--- src/rtl/wdog_pkg.sv ---
package wdog_pkg;
  localparam int unsigned CNT_W  = 8;
  localparam int unsigned BYTE_W = 8;
  localparam int unsigned WORD_W = 2 * BYTE_W;

  localparam logic [BYTE_W-1:0] KEY_COUNT = 8'h5A;
  localparam logic [BYTE_W-1:0] KEY_CTRL  = 8'h5A;
  localparam logic [BYTE_W-1:0] KEY_FLAG  = 8'hA5;

  localparam int unsigned FLAG_BIT = 7;
  localparam int unsigned RSTE_BIT = 6;

  typedef enum logic {
    SEL_COUNT  = 1'b0,
    SEL_STATUS = 1'b1
  } reg_sel_e;
endpackage

--- src/rtl/wdog_counter.sv ---
module wdog_counter #(
  parameter int unsigned W = 8
) (
  input  logic         clk,
  input  logic         rst,
  input  logic         run,
  input  logic         hold,
  input  logic         tick,
  input  logic         load,
  input  logic [W-1:0] load_val,
  output logic [W-1:0] cnt,
  output logic         ovf
);
  localparam logic [W-1:0] CNT_MAX = {W{1'b1}};

  // the wrap is seen only when the counter really steps from the top value
  assign ovf = run && !hold && !load && tick && (cnt == CNT_MAX);

  always_ff @(posedge clk) begin
    if (rst || hold || !run) begin
      cnt <= '0;
    end else if (load) begin
      cnt <= load_val;
    end else if (tick) begin
      cnt <= cnt + 1'b1;
    end
  end
endmodule

--- src/rtl/wdog_status.sv ---
module wdog_status
  import wdog_pkg::*;
(
  input  logic              clk,
  input  logic              rst_ext,
  input  logic              wd_mode,
  input  logic              ovf,
  input  logic              rd_stat,
  input  logic              wr_stat,
  input  logic [WORD_W-1:0] wdata,
  output logic              flag,
  output logic              rste
);
  logic              armed;
  logic [BYTE_W-1:0] key;
  logic [BYTE_W-1:0] val;
  logic              set_flag;
  logic              clr_flag;

  assign key      = wdata[WORD_W-1:BYTE_W];
  assign val      = wdata[BYTE_W-1:0];
  assign set_flag = ovf && wd_mode;
  assign clr_flag = wr_stat && (key == KEY_FLAG) && !val[FLAG_BIT] && armed;

  // only the pin reset touches this state; the watchdog pulse does not
  always_ff @(posedge clk) begin
    if (rst_ext) begin
      flag  <= 1'b0;
      armed <= 1'b0;
      rste  <= 1'b0;
    end else begin
      if (set_flag) begin
        flag <= 1'b1;
      end else if (clr_flag) begin
        flag <= 1'b0;
      end

      if (clr_flag) begin
        armed <= 1'b0;
      end else if (rd_stat && flag) begin
        armed <= 1'b1;
      end

      if (wr_stat && (key == KEY_CTRL)) begin
        rste <= val[RSTE_BIT];
      end
    end
  end
endmodule

--- src/rtl/wdog_rst_stretch.sv ---
module wdog_rst_stretch #(
  parameter int unsigned CYCLES = 16
) (
  input  logic clk,
  input  logic rst,
  input  logic trig,
  output logic busy
);
  localparam int unsigned CW = (CYCLES > 1) ? $clog2(CYCLES) : 1;
  localparam logic [CW-1:0] LAST = CW'(CYCLES - 1);

  logic [CW-1:0] remain;

  always_ff @(posedge clk) begin
    if (rst) begin
      busy   <= 1'b0;
      remain <= '0;
    end else if (trig && !busy) begin
      busy   <= 1'b1;
      remain <= LAST;
    end else if (busy) begin
      if (remain == '0) begin
        busy <= 1'b0;
      end else begin
        remain <= remain - 1'b1;
      end
    end
  end
endmodule

--- src/rtl/wdog_rstctl.sv ---
module wdog_rstctl
  import wdog_pkg::*;
#(
  parameter int unsigned RST_CYCLES = 16
) (
  input  logic              clk,
  input  logic              rst_ext,
  input  logic              tick,
  input  logic              run,
  input  logic              wd_mode,
  input  logic              addr,
  input  logic [WORD_W-1:0] wdata,
  input  logic              wr_en,
  input  logic              rd_en,
  output logic [BYTE_W-1:0] rd_data,
  output logic              rst_o,
  output logic              irq_o
);
  logic [CNT_W-1:0]  cnt;
  logic              ovf;
  logic              flag;
  logic              rste;
  logic              cnt_load;
  logic              rd_stat;
  logic              wr_stat;
  logic [BYTE_W-1:0] stat_byte;

  assign cnt_load  = wr_en && (reg_sel_e'(addr) == SEL_COUNT) &&
                     (wdata[WORD_W-1:BYTE_W] == KEY_COUNT);
  assign rd_stat   = rd_en && (reg_sel_e'(addr) == SEL_STATUS);
  assign wr_stat   = wr_en && (reg_sel_e'(addr) == SEL_STATUS);
  assign stat_byte = {flag, rste, 1'b0, 5'b11111};

  wdog_counter #(.W(CNT_W)) u_cnt (
    .clk      (clk),
    .rst      (rst_ext),
    .run      (run),
    .hold     (rst_o),
    .tick     (tick),
    .load     (cnt_load),
    .load_val (wdata[CNT_W-1:0]),
    .cnt      (cnt),
    .ovf      (ovf)
  );

  wdog_status u_stat (
    .clk     (clk),
    .rst_ext (rst_ext),
    .wd_mode (wd_mode),
    .ovf     (ovf),
    .rd_stat (rd_stat),
    .wr_stat (wr_stat),
    .wdata   (wdata),
    .flag    (flag),
    .rste    (rste)
  );

  wdog_rst_stretch #(.CYCLES(RST_CYCLES)) u_pulse (
    .clk  (clk),
    .rst  (rst_ext),
    .trig (ovf && wd_mode && rste),
    .busy (rst_o)
  );

  always_ff @(posedge clk) begin
    if (rst_ext) begin
      rd_data <= '0;
      irq_o   <= 1'b0;
    end else begin
      irq_o <= ovf && !wd_mode;
      if (rd_en) begin
        rd_data <= (reg_sel_e'(addr) == SEL_STATUS) ? stat_byte : BYTE_W'(cnt);
      end
    end
  end
endmodule

--- config.mk ---
export PLATFORM = sky130hd
export DESIGN_NAME = wdog_rstctl
export DESIGN_NICKNAME = d
export VERILOG_FILES = /design/src/rtl/wdog_pkg.sv /design/src/rtl/wdog_counter.sv /design/src/rtl/wdog_status.sv /design/src/rtl/wdog_rst_stretch.sv /design/src/rtl/wdog_rstctl.sv
export SDC_FILE = /design/constraint.sdc
export NUM_CORES = 1
export LEC_CHECK = 0
export BUFFER_PORTS_ARGS = -buffer_cell sky130_fd_sc_hd__buf_2
export CAP_MARGIN = 30
export CORE_ASPECT_RATIO = 0.6
export CORE_MARGIN = 2
export CORE_UTILIZATION = 35
export DETAILED_ROUTE_END_ITERATION = 7
export SLEW_MARGIN = 10
export SYNTH_ARGS = -nofsm -noshare
export SYNTH_HDL_FRONTEND = slang
export SYNTH_SLANG_ARGS = --single-unit
--- constraint.sdc ---
create_clock -name clk -period 1.8 [get_ports clk]
set_clock_uncertainty 0.1 [all_clocks]
set_input_delay 0.27 -clock clk [delete_from_list [all_inputs] [get_ports clk]]
set_output_delay 0.27 -clock clk [all_outputs]
set_load 0.05 [all_outputs]
## After elaboration in Yosys (flattened, before gate mapping)

Cells that the tools add are included.

- Add/sub/neg operators: 2
- Equality and inequality tests: 4
- Mux-type cells: 11
- Bitwise operators: 1
- Reduce and logical (&&, ||, !) cells: 30

Operator list:

| operator | number |
|---|---|
| 8-bit two-way mux | 3 |
| 1-bit logical AND | 17 |
| 8-bit equality test, second input constant | 2 |
| 4-bit two-way mux | 3 |
| 8-bit by 1-bit adder with 8-bit output, second input constant | 1 |
| 8-bit by 7-bit equality test with 1-bit output, second input constant | 1 |
| 2-bit nonzero test | 3 |
| 1-bit zero test | 5 |
| 1-bit two-way mux | 5 |
| 4-bit zero test | 1 |
| 4-bit by 1-bit subtractor with 4-bit output, second input constant | 1 |
| 1-bit logical OR | 2 |
| 2-bit by 1-bit != test with 1-bit output, second input constant | 1 |
| 2-bit AND reduction | 1 |
| 2-bit OR reduction | 1 |
| 1-bit inverter | 1 |

- Bits in registers: 25
- Input port bits: 24
- Output and inout bits: 10

## Logic depth before layout (Yosys ltp)

- Depth in word-level cells: 12
- Gate-level depth with buffers: 6
- Depth with buffers taken out: 6

## Modules after synthesis

A second synthesis with hierarchy kept.

- Cell total of the unflattened synthesis: 138
- Area, all modules: 1282.5 um^2

Modules (own cells, without submodules):

| module | instances | cells each | area each (um^2) | seq. area each (um^2) |
|---|---|---|---|---|
| wdog_counter | 1 | 49 | 436.7 | 160.2 |
| wdog_rstctl | 1 | 44 | 419.2 | 180.2 |
| wdog_rst_stretch | 1 | 27 | 250.2 | 100.1 |
| wdog_status | 1 | 18 | 176.4 | 60.1 |

## Least setup slack after synthesis

OpenSTA, ideal clock, no wires.

- Kind: register -> register
- From: register u_pulse.busy
- To: register u_pulse.remain[3]
- Arrival time: 1.609 ns
- Required time: 1.626 ns
- Setup slack: 0.017 ns
- Stages on the path, launching flop included: 5
- Buffers on the path: 0
- Cells stage by stage: dfxtp_1 or4b_2 nor3_1 a21oi_1 o21ai_0

- Longest elaborated chain between the ends: 10
- Elaborated cells between the ends (all ways): 12
- Classes of those cells: eq/ne: 1; mux: 1; reduce/logical: 10

RTL lines:

| what | line | RTL |
|---|---|---|
| from (decl) | wdog_rst_stretch.sv:7 | `output logic busy` |
| from (signal assigned) | wdog_rst_stretch.sv:16 | `busy <= 1'b0;` |
| from (signal assigned) | wdog_rst_stretch.sv:19 | `busy <= 1'b1;` |
| from (signal assigned) | wdog_rst_stretch.sv:23 | `busy <= 1'b0;` |
| 1-bit zero test | wdog_counter.sv:17, wdog_rst_stretch.sv:18 |  |
| 1-bit logical AND (4 in series) | wdog_counter.sv:17 | `assign ovf = run && !hold && !load && tick && (cnt == CNT_MAX);` |
| 1-bit logical AND (2 in series) | wdog_rstctl.sv:61 | `.trig (ovf && wd_mode && rste),` |
| 1-bit logical AND | wdog_rst_stretch.sv:18 | `end else if (trig && !busy) begin` |
| 2-bit by 1-bit != test with 1-bit output (no source line) / 2-bit nonzero test (equally long branches) | - |  |
| 2-bit AND reduction (no source line) | - |  |
| to (signal assigned) | wdog_rst_stretch.sv:25 | `remain <= remain - 1'b1;` |
| to (decl) | wdog_rst_stretch.sv:12 | `logic [CW-1:0] remain;` |

Parallel ways exist; a longest one is shown, timed or not.
A chain may end at the register's enable or synchronous reset.

## Worst setup path after layout

- From: register u_pulse.busy
- To: register u_pulse.remain[1]

The elaborated chain is that of the path after synthesis.

==> run summary <==
Status - finished, final reports clean
Leak Pwr - 0.607 nW
Register area share after synthesis - 0.408
Total Routing Usage GR - 0.150
Vias - 1093
Layout cell share with drive strength beyond 1 - 0.311
DR vias/cell - 5.16
Worst Path Max Fanout - 7
Cell Rows - 16
P_sw - 0.273 mW
Synth area leaders - dfxtp_1 (41%), nor2_1 (5.5%), a211oi_1 (4.3%), a211oi_2 (4.1%), o21ai_0 (3.7%)
Mapped Cells - 132
Clk root buf - clkbuf_8
Fmax - 602 MHz
Clock transition at path regs - 90 ps
CP endpoint kind - register
CP arrival - 1770 ps
Die area - 4010 um^2
Clock sinks - 25
# diodes - 0
Ports - 34
Yosys warnings - 0
Max Cap Viol - 0
Fin crit share - 0.923
Internal power - 0.770 mW
Slowest cell on the critical path - or3b_1
Max IR drop VDD - 0.000438 V
Final slew viol count - 0
Antenna-violating nets left - 0
WL per Instance - 13.1 um
Synthesis-to-layout area growth - 21.6%
First-pass GRT wire length - 4670 um
DR DRC count - 0
PortBufs - 33
Placed cell area - 1430 um^2
Setup violators final - 0
Post-synth net total - 158
GRT overflow - 0
CP Data Required Time - 1910 ps
CTS tree - done
Total Neg Setup Slack - 0 ps
PwrDens - 699 nW/um^2
Num CTS Buffers - 3
Synth top area share - 0.408
Count of cell types in the netlist - 37
H-tree lvl count - 1
Drt first pass iters - 4
Clk buf depth - 2
CTS Hold Bufs - 0
Synth area leader - dfxtp_1
Delay of the slowest critical-path stage - 460 ps
Nets - 194
Die width - 80.4 um
Clk Latency, worst-skew pair - 270 ps
Initial DRC Count - 67
Vias in the first global route - 1043
Critical path class - reg2reg
Least-Margin Pin Slew - 380 ps
Pin count of the biggest net entering global routing - 18
Syn Std Cell Area - 1230 um^2
Final Critical Period - 1660 ps
Seq cells post-synth - 25
Initial antenna violation count - 0
Hold WC Path Type - in2reg
Clock Power Share - 0.324
Flop pwr share - 0.546
Rel. slew slack - 0.746
Startpoint types - register
Buffers and inverters on the worst path - 0
Final Hold Viols - 0
Worst path cell trace - or3b_1 -> nor4_4 -> nand4b_1 -> o21ai_1
Number of synthesized flops with an enable pin - 0
Post-detail-place hpwl - 2120 um
Syn_area_per_cell - 9.29 um^2
CP delay by family, top - simple AND/OR/NAND/NOR gates
CORE AREA - 3300 um^2
Synth Flop Type - dfxtp_1
Logic pwr share - 0.130
Routed WL - 2780 um
Initial core utilization - 0.371
Post-synth ARST share - 0
Switch share - 0.262
Final GP Congestion - 0.758
Final instance area - 1490 um^2
DIE HEIGHT - 49.8 um
RSZ-0062 raised after global routing - no
-- stage by stage --
step,utilization,hold slack [ps],worst slack [ps],instances,power [mW]
after floorplan,-,281,16.8,132,0.663
after global placement,0.433,354,120,207,0.715
after detailed placement,0.433,370,68.4,207,0.719
after CTS,0.448,169,102,211,1.05
after global routing,0.452,173,2.59,212,1.09
final,0.452,177,139,212,1.04
-- Yosys cell counts, drive strengths merged (4+ instances only) --
| library cell | count |
|---|---|
| dfxtp | 25 |
| inv | 4 |
| mux2i | 4 |
| buf | 4 |
| a211oi | 11 |
| o21ai | 9 |
| nor2 | 18 |
| nand2 | 7 |
| xor2 | 5 |
| a21oi | 8 |
-- per-layer routing --
metal	track usage	share of wire
met3	0.0403	0.065
met2	0.228	0.42
met4	0.0424	0.0047
met1	0.208	0.51
met5	0	0
-- power groups by stage --
stage          combinational (mW)  clock (mW)  sequential [mW]
5_1_grt                     0.148       0.373            0.572
4_1_cts                     0.136       0.346            0.570
3_5_place_dp                0.136           0            0.583
3_3_place_gp                0.133           0            0.583
2_1_floorplan              0.0447           0            0.618
6_report                    0.136       0.337            0.570
-- state kept, by name (all words and copies together) (netlist names) --
name and cells:
rd_data 8, u_cnt.cnt 8, u_pulse.remain 4, irq_o 1
u_pulse.busy 1, u_stat.armed 1, u_stat.flag 1, u_stat.rste 1
-- cells in the final DEF (no fill, tap or decap), types with 2 or more instances in the layout --
cell	count
and3_1	3
nor4_1	2
clkbuf_8	3
o21ai_0	8
nand4_1	2
nand2_1	7
nor3_1	2
a21oi_1	8
nand3_1	2
mux2i_1	4
inv_1	4
nor2_1	18
xnor2_1	3
nor3b_1	2
dfxtp_1	25
a211oi_2	4
buf_2	33
xor2_1	5
nand4b_1	2
buf_4	5
ha_1	2
a211oi_1	7
-- logic make-up after synthesis --
logic type      synth area share
fa+ha+maj                 0.0204
compound gates             0.171
mux                       0.0418
buf+inv                   0.0510
flops                      0.408
simple gates               0.250
xor+xnor                  0.0571
-- tightest hold or removal path, delay by kind of cell --
kind                   cells  cell delay (ps)
muxes                      1               70
buffers and inverters      1              100
and+or+nand+nor            1               70
-- path summary, 6_finish.rpt --
kind	start	slack, ps	to	cells after the start
max	u_pulse.busy	140	u_pulse.remain[1]	4
min	wdata[6]	180	u_stat.rste	3
max reg2reg	u_pulse.busy	140	u_pulse.remain[1]	4
min reg2reg	rd_data[5]	370	rd_data[5]	2
-- repair_timing --
item,in CTS,in global routing
resized for setup,0,2
endpoints found under the setup margin,0,5
endpoints found under the hold margin,0,0
setup buffers,0,1
-- cell type report --
class,instances,area (um^2)
Clock buffer,3,41.3
Clock inverter,1,7.51
Fill cell,342,1810
Inverter,4,15.0
Multi-Input combinational cell,96,668
Sequential cell,25,500
Tap cell,45,56.3
Timing Repair Buffer,38,203
(Power assumes the default switching activity.)
